$ cat src/rtl/addr_latch_mapper.sv
module addr_latch_mapper #(
  parameter int BANK_W = 5,
  parameter int OFF_W  = 14,
  parameter int CHR_W  = 13,
  parameter int LOW_POS = 5,
  parameter int MIR_POS = 7
) (
  input  logic                    clk,
  input  logic                    rst_n,
  input  logic [15:0]             cpu_addr,
  input  logic                    cpu_wr,
  input  logic [CHR_W:0]          ppu_addr,
  output logic [BANK_W+OFF_W-1:0] prg_addr,
  output logic                    prg_cs,
  output logic [CHR_W-1:0]        chr_addr,
  output logic                    chr_cs,
  output logic                    mirror_h
);
  localparam int LAT_W = MIR_POS + 1;

  logic [LAT_W-1:0]  lat;
  logic [BANK_W-1:0] bank;
  logic              hit;

  assign hit = cpu_wr & cpu_addr[15];

  always_ff @(posedge clk) begin
    if (!rst_n)   lat <= '0;
    else if (hit) lat <= cpu_addr[LAT_W-1:0];
  end

  assign bank     = {lat[BANK_W-1:1], cpu_addr[OFF_W] & lat[LOW_POS]};
  assign prg_addr = {bank, cpu_addr[OFF_W-1:0]};
  assign prg_cs   = cpu_addr[15] & ~cpu_wr;
  assign mirror_h = lat[MIR_POS];
  assign chr_addr = ppu_addr[CHR_W-1:0];
  assign chr_cs   = ~ppu_addr[CHR_W];
endmodule


$ cat config.mk
export PLATFORM = sky130hd
export DESIGN_NAME = addr_latch_mapper
export DESIGN_NICKNAME = d
export VERILOG_FILES = /design/src/rtl/addr_latch_mapper.sv
export SDC_FILE = /design/constraint.sdc
export NUM_CORES = 1
export LEC_CHECK = 0
export CAP_MARGIN = 20
export CORE_AREA = 4 4 42 59
export DETAILED_ROUTE_END_ITERATION = 8
export DIE_AREA = 0 0 46 63
export DONT_BUFFER_PORTS = 1
export GPL_TIMING_DRIVEN = 0
export PLACE_DENSITY_LB_ADDON = 0.15
export SKIP_LAST_GASP = 1
export SLEW_MARGIN = 20
export SYNTH_ARGS = -nofsm -noshare
export SYNTH_HDL_FRONTEND = slang
export SYNTH_SLANG_ARGS = --single-unit
$ cat constraint.sdc
create_clock -name clk -period 2.15 [get_ports clk]
set_clock_uncertainty 0.15 [all_clocks]
set_input_delay 0.3225 -clock clk [delete_from_list [all_inputs] [get_ports clk]]
set_output_delay 0.3225 -clock clk [all_outputs]
set_load 0.03 [all_outputs]
==> reports/metrics.csv <==
stage,metric,value,unit
logic_synthesis,synthTopCellsByCount,"buf_4 (32), dfxtp_1 (6), nand2_1 (6), nand4_1 (6), o21ai_0 (6)",
route,post_drt_via_cell_ratio,4.35,
logic_synthesis,synth_top_area_cell,buf_4,
route,wl_per_cell,12.4,µm
global_routing,grt_use_total,6.06,%
clock_network,path_clk_slew,0.05,ns
logic_synthesis,synthesis.area,478,µm²
route,drt_iter0_drc,0,
critical_path,worst-path-max-fanout,2,
timing,setup_viol,0,
floorplan,die_w,46,µm
power_and_ir_drop,combPwrFrac,36.0,%
critical_path,crit_path_start_kind,flop,
timing,fin_crit_sh,62.2,%
cells_and_area,n_antenna_cell,0,
logic_synthesis,ys_warn_count,0,
power_and_ir_drop,p_seq_share,34.4,%
timing,slew_viol_final,0,
cells_and_area,utilization,27.0,%
clock_network,clock_path_buffers,2,
cells_and_area,largest_reg_flops,6,
global_routing,grt_max_degree,11,
power_and_ir_drop,p_leak,0.255,nW
power_and_ir_drop,ir_worst_vdd,0.162,mV
cells_and_area,final_area,527,µm²
logic_synthesis,async_flop_share,0,%
route,route.vias.total,365,
timing,hold_viol_final,0,
route,firstDrtPassIters,1,
logic_synthesis,ys_ff_latch,6,
clock_network,cts_tree,yes,
global_routing,grt_overflow,0,
outcome,outcome,"complete, no violations",
critical_path,cp-end-kind,primary output,
logic_synthesis,syn_nets,93,
cells_and_area,multi_input_area,114,µm²
floorplan,core_area,1950,µm²
power_and_ir_drop,power_density,672,nW/µm²
power_and_ir_drop,p_switching,0.000130,W
cells_and_area,reg_top3,lat x6,
critical_path,critPathBufInv,0,
power_and_ir_drop,p_int,0.000224,W
route,drt_wl_total,1040,µm
floorplan,pin_count,68,
critical_path,cp_data_required_time,1.68,ns
cells_and_area,seqCellArea,120,µm²
clock_network,root_buffer,clkbuf_4,
power_and_ir_drop,total_power,0.000354,W
placement,dp_hpwl,907,µm
logic_synthesis,syn_avg_cell_area,7.97,µm²
cells_and_area,drive_gt1_share,58.7,%
timing,min_period,1.34,ns
clock_network,cts.sinks,6,
logic_synthesis,syn_inst,60,
logic_synthesis,synth_top_area_share,50.3,%
timing,tns,0,ns
floorplan,initial_utilization,24.5,%
cells_and_area,largest-register,lat,
cells_and_area,nNetsFinal,98,
logic_synthesis,yosysMostFrequentCell,buf_4,
logic_synthesis,synth_edf_count,0,
critical_path,critPathKind,flop to primary output,
placement,portBuffers,0,
clock_network,ctsHoldBuffers,0,
cells_and_area,final_cells,84,
logic_synthesis,synthTopCellsByArea,"buf_4 (50%), dfxtp_1 (25%), nand4_1 (7.9%)",
timing,tightest_slew,0.326,ns
placement,place_inst,81,
global_routing,grt_antenna_before_repair,0,
clock_network,h-tree-depth,1,
floorplan,die_area,2900,µm²
global_routing,first_global_vias,298,
timing,rsz0062_at_grt,false,
critical_path,critPathMaxStageDelay,0.32,ns
global_routing,grt_pass1_wl,1240,µm
placement,place_area,504,µm²
critical_path,crit_arrival,0.87,ns
timing,timing.fmax,747,MHz
logic_synthesis,synthDistinctLibCells,9,
flow_run,max-cap-violations,0,
critical_path,path_cells,and2_1,
power_and_ir_drop,power.switching_fraction,36.6,%
floorplan,die_h,63,µm
worst_hold_path,min-delay-path-class,input port to flop,
floorplan,num_rows,19,
clock_network,post-cts-setup-buffer-count,0,
route,drcViolationCount,0,
cells_and_area,syn_to_final_growth,10.2,%
clock_network,cts_made_buffers,3,
clock_network,insertion_delay,0.24,ns
timing,max_slew_margin,78.2,%
logic_synthesis,seq_area_frac_synth,25.1,%
route,ant_nets,0,
critical_path,crit_path_top_delay_cell,dfxtp_1,
critical_path,crit_family,flip-flops,
cells_and_area,n_fill_cell,214,
logic_synthesis,synth-main-ff-cell,dfxtp_1,
placement,gp_congestion,0.666,
clock_network,cts_resized,0,
power_and_ir_drop,clkPwrFrac,29.6,%
## area by class of cell
cell class | instances | share of cell area (%)
clock buffers | 3 | 4.28
plain buffers | 32 | 45.6
well taps | 21 | 4.99
flip-flops and latches | 6 | 22.8
inverters | 1 | 0.713
multi-input cells | 21 | 21.6
## per-layer routing
layer  share of wire, %  GRT usage (%)  up-vias
li1                   -              -      172
met5                  0              0        -
met1                 33           7.24      149
met3                 19           2.02        2
met4               0.77           5.34        0
met2                 47           8.10       42
## cells by family (layout without fill, tap and decap cells)
kind of cell,count (synthesis),count (layout),synth area share [%]
compound gates,6,6,6.28
buf+inv,33,36,51.0
flops,6,6,25.1
simple gates,15,15,17.5
## stage by stage
stage / worst slack (ns) / hold WS, ns
floorplan: 1.07 / 0.281
global placement: 1.06 / 0.300
detailed placement: 1.06 / 0.305
CTS: 0.797 / 0.0691
global route: 0.769 / 0.0828
finish: 0.812 / 0.0767
## power groups by stage
stage	sequential, W	combinational (W)	clock (W)
3_5_place_dp	0.000124	0.000129	0
3_3_place_gp	0.000124	0.000129	0
6_report	0.000122	0.000127	0.000105
5_1_grt	0.000122	0.000132	0.000117
4_1_cts	0.000122	0.000129	0.000112
2_1_floorplan	0.000123	0.000123	0
## final timing paths
kind	from	end	slack [ns]	cells after the start
min reg2reg	lat[4]	lat[4]	0.30	2
max	lat[5]	prg_addr[14]	0.81	1
max reg2reg	lat[7]	lat[7]	1.22	2
min	cpu_addr[1]	lat[1]	0.08	2
## cells in the final DEF, fill, tap and decap left out
master and instances:
and2b_2 1, inv_1 1, nand2_1 6, o21ai_0 6, clkbuf_4 3, and2_4 1, nand4_1 6, dfxtp_1 6
and2_1 1, buf_4 32
Note: power is estimated with default switching activity, not from simulation.
